### src/rtl/obx_pkg.sv
package obx_pkg;
  localparam int PAGE_SHIFT = 12;
  localparam int PACK_SHIFT = 4;

  typedef enum logic [1:0] {
    GRP_NONE  = 2'd0,
    GRP_SIZE  = 2'd1,
    GRP_START = 2'd2,
    GRP_BASE  = 2'd3
  } reg_grp_e;
endpackage

### src/rtl/obx_regfile.sv
module obx_regfile
  import obx_pkg::*;
#(
  parameter int NUM_WIN = 6,
  parameter int AW      = 32,
  parameter int REG_AW  = 8
) (
  input  logic                         clk,
  input  logic                         rst,
  input  logic                         reg_wr,
  input  logic                         reg_rd,
  input  logic [REG_AW-1:0]            reg_addr,
  input  logic [AW-1:0]                reg_wdata,
  output logic [AW-1:0]                reg_rdata,
  output logic [NUM_WIN-1:0][AW-1:0]   size_o,
  output logic [NUM_WIN-1:0][AW-1:0]   start_o,
  output logic [NUM_WIN-1:0][AW-1:0]   base_o
);
  localparam int WORDW = REG_AW - 2;

  logic [AW-1:0] size_q  [NUM_WIN];
  logic [AW-1:0] start_q [NUM_WIN];
  logic [AW-1:0] base_q  [NUM_WIN];
  logic [AW-1:0] rdata_q;

  logic [WORDW-1:0] word;
  logic             aligned;
  reg_grp_e         grp;
  int               idx;

  assign word    = reg_addr[REG_AW-1:2];
  assign aligned = (reg_addr[1:0] == 2'b00);

  always_comb begin
    grp = GRP_NONE;
    idx = 0;
    if (aligned) begin
      if (int'(word) < NUM_WIN) begin
        grp = GRP_SIZE;
        idx = int'(word);
      end else if (int'(word) < 2 * NUM_WIN) begin
        grp = GRP_START;
        idx = int'(word) - NUM_WIN;
      end else if (int'(word) < 3 * NUM_WIN) begin
        grp = GRP_BASE;
        idx = int'(word) - 2 * NUM_WIN;
      end
    end
  end

  always_ff @(posedge clk) begin
    if (rst) begin
      for (int i = 0; i < NUM_WIN; i++) begin
        size_q[i]  <= '0;
        start_q[i] <= '0;
        base_q[i]  <= '0;
      end
      rdata_q <= '0;
    end else begin
      if (reg_wr) begin
        case (grp)
          GRP_SIZE:  size_q[idx]  <= reg_wdata;
          GRP_START: start_q[idx] <= reg_wdata;
          GRP_BASE:  base_q[idx]  <= reg_wdata;
          default:   ;
        endcase
      end
      if (reg_rd) begin
        case (grp)
          GRP_SIZE:  rdata_q <= size_q[idx];
          GRP_START: rdata_q <= start_q[idx];
          GRP_BASE:  rdata_q <= base_q[idx];
          default:   rdata_q <= '0;
        endcase
      end
    end
  end

  assign reg_rdata = rdata_q;

  for (genvar g = 0; g < NUM_WIN; g++) begin : g_out
    assign size_o[g]  = size_q[g];
    assign start_o[g] = start_q[g];
    assign base_o[g]  = base_q[g];
  end


  unaligned_write_ignored_chk: assert property (@(posedge clk) disable iff (rst)
    (reg_wr && !aligned) |=> ($stable(size_o) && $stable(start_o) && $stable(base_o)));
endmodule

### src/rtl/obx_window.sv
module obx_window
  import obx_pkg::*;
#(
  parameter int AW     = 32,
  parameter bit PACKED = 1'b0
) (
  input  logic          clk,
  input  logic          rst,
  input  logic [AW-1:0] addr_i,
  input  logic [AW-1:0] start_i,
  input  logic [AW-1:0] size_i,
  input  logic [AW-1:0] base_i,
  output logic          hit_o,
  output logic [AW-1:0] xaddr_o
);
  logic [AW-1:0] offset;
  logic [AW-1:0] page_off;
  logic [AW-1:0] base_byte;
  logic          enabled;
  logic          in_range;

  assign offset   = addr_i - start_i;
  assign page_off = offset >> PAGE_SHIFT;
  assign in_range = (addr_i >= start_i) && (page_off < size_i);

  if (PACKED) begin : g_packed
    assign base_byte = (base_i >> PACK_SHIFT) << PAGE_SHIFT;
    assign enabled   = (size_i != '0) && base_i[0];
  end else begin : g_plain
    assign base_byte = base_i;
    assign enabled   = (size_i != '0);
  end

  assign hit_o   = enabled && in_range;
  assign xaddr_o = base_byte + offset;


  zero_size_no_hit_chk: assert property (@(posedge clk) disable iff (rst)
    (size_i == '0) |-> !hit_o);

  below_start_no_hit_chk: assert property (@(posedge clk) disable iff (rst)
    (addr_i < start_i) |-> !hit_o);
endmodule

### src/rtl/obx_xlat_top.sv
module obx_xlat_top
  import obx_pkg::*;
#(
  parameter int                NUM_WIN    = 6,
  parameter int                AW         = 32,
  parameter int                REG_AW     = 8,
  parameter logic [NUM_WIN-1:0] PACKED_WIN = 6'b111100,
  localparam int               WINW       = (NUM_WIN > 1) ? $clog2(NUM_WIN) : 1
) (
  input  logic              clk,
  input  logic              rst,
  input  logic              reg_wr,
  input  logic              reg_rd,
  input  logic [REG_AW-1:0] reg_addr,
  input  logic [AW-1:0]     reg_wdata,
  output logic [AW-1:0]     reg_rdata,
  input  logic              req_valid,
  input  logic [AW-1:0]     req_addr,
  output logic              rsp_valid,
  output logic              rsp_hit,
  output logic              rsp_miss,
  output logic [WINW-1:0]   rsp_win,
  output logic [AW-1:0]     rsp_addr
);
  logic [NUM_WIN-1:0][AW-1:0] size_w;
  logic [NUM_WIN-1:0][AW-1:0] start_w;
  logic [NUM_WIN-1:0][AW-1:0] base_w;
  logic [NUM_WIN-1:0]         hit_w;
  logic [NUM_WIN-1:0][AW-1:0] xaddr_w;

  obx_regfile #(.NUM_WIN(NUM_WIN), .AW(AW), .REG_AW(REG_AW)) u_regs (
    .clk       (clk),
    .rst       (rst),
    .reg_wr    (reg_wr),
    .reg_rd    (reg_rd),
    .reg_addr  (reg_addr),
    .reg_wdata (reg_wdata),
    .reg_rdata (reg_rdata),
    .size_o    (size_w),
    .start_o   (start_w),
    .base_o    (base_w)
  );

  for (genvar g = 0; g < NUM_WIN; g++) begin : g_win
    obx_window #(.AW(AW), .PACKED(PACKED_WIN[g])) u_win (
      .clk     (clk),
      .rst     (rst),
      .addr_i  (req_addr),
      .start_i (start_w[g]),
      .size_i  (size_w[g]),
      .base_i  (base_w[g]),
      .hit_o   (hit_w[g]),
      .xaddr_o (xaddr_w[g])
    );
  end

  // lowest index wins: scan downward so the last assignment is the lowest hit
  logic [WINW-1:0] sel_win;
  logic [AW-1:0]   sel_addr;
  logic            any_hit;

  always_comb begin
    sel_win  = '0;
    sel_addr = '0;
    any_hit  = 1'b0;
    for (int i = NUM_WIN - 1; i >= 0; i--) begin
      if (hit_w[i]) begin
        sel_win  = WINW'(i);
        sel_addr = xaddr_w[i];
        any_hit  = 1'b1;
      end
    end
  end

  always_ff @(posedge clk) begin
    if (rst) begin
      rsp_valid <= 1'b0;
      rsp_hit   <= 1'b0;
      rsp_miss  <= 1'b0;
      rsp_win   <= '0;
      rsp_addr  <= '0;
    end else begin
      rsp_valid <= req_valid;
      rsp_hit   <= req_valid && any_hit;
      rsp_miss  <= req_valid && !any_hit;
      rsp_win   <= req_valid ? sel_win : '0;
      rsp_addr  <= req_valid ? sel_addr : '0;
    end
  end


  hit_miss_exclusive_chk: assert property (@(posedge clk) disable iff (rst)
    rsp_valid |-> (rsp_hit != rsp_miss));

  miss_zero_addr_chk: assert property (@(posedge clk) disable iff (rst)
    rsp_miss |-> (rsp_addr == '0 && rsp_win == '0));

  req_gives_rsp_chk: assert property (@(posedge clk) disable iff (rst)
    req_valid |=> rsp_valid);

  idle_no_rsp_chk: assert property (@(posedge clk) disable iff (rst)
    !req_valid |=> !(rsp_valid || rsp_hit || rsp_miss));

  win_in_range_chk: assert property (@(posedge clk) disable iff (rst)
    rsp_hit |-> (int'(rsp_win) < NUM_WIN));
endmodule

### config.mk
export PLATFORM = sky130hd
export DESIGN_NAME = obx_xlat_top
export DESIGN_NICKNAME = d
export VERILOG_FILES = /design/src/rtl/obx_pkg.sv /design/src/rtl/obx_regfile.sv /design/src/rtl/obx_window.sv /design/src/rtl/obx_xlat_top.sv
export SDC_FILE = /design/constraint.sdc
export NUM_CORES = 2
export LEC_CHECK = 0
export BUFFER_PORTS_ARGS = -buffer_cell sky130_fd_sc_hd__clkbuf_2
export CAP_MARGIN = 20
export CORE_MARGIN = 3
export CORE_UTILIZATION = 35
export DETAILED_ROUTE_END_ITERATION = 10
export SLEW_MARGIN = 20
export SYNTH_ARGS = -nofsm -noshare
export SYNTH_HDL_FRONTEND = slang
export SYNTH_HIERARCHICAL = 1
export SYNTH_SLANG_ARGS = --single-unit
### constraint.sdc
create_clock -name clk -period 16.6 [get_ports clk]
set_input_delay 3.32 -clock clk [delete_from_list [all_inputs] [get_ports clk]]
set_output_delay 3.32 -clock clk [all_outputs]
set_load 0.005 [all_outputs]
==> results.sh <==
export IMPL_hpwl_um=180000
export IMPL_area_growth_pct=10.8
export IMPL_nNetsFinal=5870
export IMPL_worst_ep_required_time_ps=17110
export IMPL_path_delay_family="compound AO/OA/AOI/OAI gates"
export IMPL_synth_top_cell_by_area="edfxtp_1"
export IMPL_ys_flop_type="edfxtp_1"
export IMPL_synth_most_common_cell="nor2_1"
export IMPL_drtIter0Drc=5928
export IMPL_totalWireLength_um=224000
export IMPL_die_height_um=383
export IMPL_finalSetupTns_ps=0
export IMPL_antenna_found_initial=12
export IMPL_hold_violations=0
export IMPL_p_per_area_nw_per_um2=104
export IMPL_syn_area_per_cell_um2=9.45
export IMPL_fin_crit_sh_pct=60.0
export IMPL_synth_fp_nets=5782
export IMPL_drive_gt1_share_pct=8.59
export IMPL_area_sequential_um2=18700
export IMPL_syn_inst=5249
export IMPL_vias=44100
export IMPL_rsz0062_at_grt="no"
export IMPL_multi_input_area_um2=28300
export IMPL_status="finished clean"
export IMPL_num_rows=137
export IMPL_crit_buf_inv=4
export IMPL_p_seq_share_pct=34.1
export IMPL_switching_power_uw=2130
export IMPL_path_cells="clkbuf_2 -> inv_1 -> ha_1 -> inv_1 -> fa_1 -> a21o_1 -> a21oi_1 -> o21a_1 -> o31ai_1 -> a221oi_1 -> o21ai_1 -> o311a_1 -> ha_1 -> nand4_1 -> or2_2 -> a2111oi_0 -> o2111ai_1 -> nor3b_2 -> buf_4 -> nor2_1 -> nand2_1 -> nor3_1"
export IMPL_routabilityCongestion=1.06
export IMPL_initial_core_util_pct=35.4
export IMPL_synthTopCellsByArea="edfxtp_1 35%, ha_1 11%, nor2_1 4.5%"
export IMPL_cts_buffers=79
export IMPL_cts_setup_buffers=0
export IMPL_maxCapViolCount=0
export IMPL_power_static_leakage_uw=0.0230
export IMPL_cp_max_fo=46
export IMPL_drcViolationCount=0
export IMPL_power_frac_clock_pct=31.3
export IMPL_crit_type="primary input to register"
export IMPL_ys_async_sr_fraction_pct=0
export IMPL_netlist_area_um2=49600
export IMPL_synth_top_area_share_pct=34.9
export IMPL_p_comb_share_pct=34.6
export IMPL_holdWs_ps=649
export IMPL_p_int_uw=3570
export IMPL_min_period_ps=9950
export IMPL_cts_hold_buffers=0
export IMPL_yosys_warnings=6
export IMPL_relSlewSlack_pct=18.0
export IMPL_vias_per_cell=6.05
export IMPL_portBuffers=146
export IMPL_layout_setup_ws_ps=6650
export IMPL_post_drt_wl_per_cell_um=30.8
export IMPL_dr_pass1_iters=8
export IMPL_cts_resized=0
export IMPL_tightest_slew_ps=1230
export IMPL_grt_total_usage_pct=29.8
export IMPL_p_sw_share_pct=37.4
export IMPL_critPathSlowestCell="a2111oi_0"
export IMPL_synth_edf_count=576
export IMPL_cts_tree="yes"
export IMPL_fmax_mhz=100
export IMPL_clock_sinks=646
export IMPL_yosys_top_cells_count="601 x nor2_1, 576 x edfxtp_1, 497 x inv_1, 444 x ha_1, 336 x nand2_1"
export IMPL_clock_latency_ps=710
export IMPL_die_x_um=383
export IMPL_hp_class="register to register"
export IMPL_seq_area_frac_synth_pct=37.7
export IMPL_cp_start_kind="primary input"
export IMPL_yosys_cell_types_count=121
export IMPL_num_fill_cells=14100
export IMPL_postRouteAntennaNets=0
export IMPL_fin_worst_skew_ps=28.6
export IMPL_grt_max_degree=61
export IMPL_die_area_um2=146000
export IMPL_ios=147
export IMPL_setup_viol=0
export IMPL_clk_path_buf_depth=3
export IMPL_synth_seq_cells=646
export IMPL_pre_cts_ws_ps=6150
export IMPL_ir_worst_vdd_mv=0.0756
export IMPL_core_um2=140000
export IMPL_clkTransAtPathRegs_ps=60
export IMPL_finalMaxSlewViolations=0
export IMPL_cp_arrival_ps=10470
export IMPL_grt_overflow_total=0
export IMPL_cts_htree_levels=3
export IMPL_max_stage_delay_ps=1010
export IMPL_grt_first_pass_wirelength_um=311000
export IMPL_endpoint_kind="register"
export IMPL_grt_pass1_vias=41100
export IMPL_root_buffer="clkbuf_16"
-- worst paths after layout --
kind	endpoint	slack, ps	cells past startpoint	from
min reg2reg	u_regs/reg_rdata[3]	650	3	u_regs/reg_rdata[3]
max reg2reg	rsp_win[2]	9140	20	u_regs/start_q[0][0]
max	rsp_win[2]	6650	22	req_addr[0]
min	u_regs/reg_rdata[3]	650	3	u_regs/reg_rdata[3]
-- metal layers --
| layer | wire (µm) | vias up | track usage [%] |
|---|---|---|---|
| met2 | 95100 | 2646 | 44.8 |
| met5 | 20 | - | 0 |
| met1 | 88700 | 21400 | 38.9 |
| met3 | 20700 | 538 | 4.78 |
| met4 | 20000 | 4 | 21.3 |
| li1 | - | 19500 | - |
-- sequential cells by signal, summed over array words and instances, names as in the netlist --
name              cells
rsp_valid             1
rsp_addr             32
rsp_win               3
rsp_miss              1
u_regs/size_q       192
u_regs/reg_rdata     32
rsp_hit               1
u_regs/start_q      192
u_regs/base_q       192
-- layout make-up --
type                       count  area share (%)
antenna                        4          0.0182
clock inverter                49           0.949
tap                         1876            4.27
inverter                     498            3.40
timing repair buffer         197            2.03
sequential                   646            34.0
multi-input combinational   3915            51.5
clock buffer                  97            3.77
-- kinds of logic after synthesis --
logic type	synth area share [%]
AND/OR/NAND/NOR	15.7
AO/OA/AOI/OAI	19.4
buffers and inverters	5.46
XOR/XNOR	4.91
multiplexers	5.18
flip-flops	37.7
adder cells (fa/ha/maj)	11.7
-- worst register-to-register path: stages (launching register included) --
cell and delay (ps):
edfxtp_1 380, ha_1 230, inv_1 70, fa_1 400
a21o_1 170, a21oi_1 330, o21a_1 250, o31ai_1 160
a221oi_1 480, o21ai_1 400, o311a_1 510, ha_1 320
nand4_1 90, or2_2 310, a2111oi_0 1010, o2111ai_1 400
nor3b_2 280, buf_4 320, nor2_1 230, nand2_1 170
nor3_1 760
-- stage by stage --
| step | cell area [µm²] | util, % | power (µW) | cells |
|---|---|---|---|---|
| 6_report | 55000 | 39.2 | 5700 | 7282 |
| 5_1_grt | 55000 | 39.2 | 5910 | 7279 |
| 4_1_cts | 54900 | 39.2 | 5670 | 7278 |
| 3_5_place_dp | 52300 | 37.3 | 3880 | 7132 |
| 3_3_place_gp | 52300 | 37.3 | 3870 | 7132 |
| 2_1_floorplan | 49600 | - | 3210 | 5249 |
-- cell usage in the layout (no fill, tap or decap), drive strengths merged, types with 166 or more instances in the layout --
| cell | n |
|---|---|
| nand2 | 336 |
| mux2i | 185 |
| clkbuf | 243 |
| edfxtp | 576 |
| a21o | 202 |
| inv | 507 |
| nor2 | 604 |
| a21oi | 295 |
| xnor2 | 175 |
| ha | 444 |
| o21ai | 166 |
-- power groups by stage --
| stage | Combinational (µW) | Sequential [µW] | Clock, µW |
|---|---|---|---|
| 2_1_floorplan | 1290 | 1920 | 0 |
| 3_3_place_gp | 1890 | 1980 | 0 |
| 3_5_place_dp | 1900 | 1980 | 0 |
| 4_1_cts | 1910 | 1940 | 1810 |
| 5_1_grt | 2090 | 1950 | 1870 |
| 6_report | 1970 | 1940 | 1790 |
(Power assumes the default switching activity.)
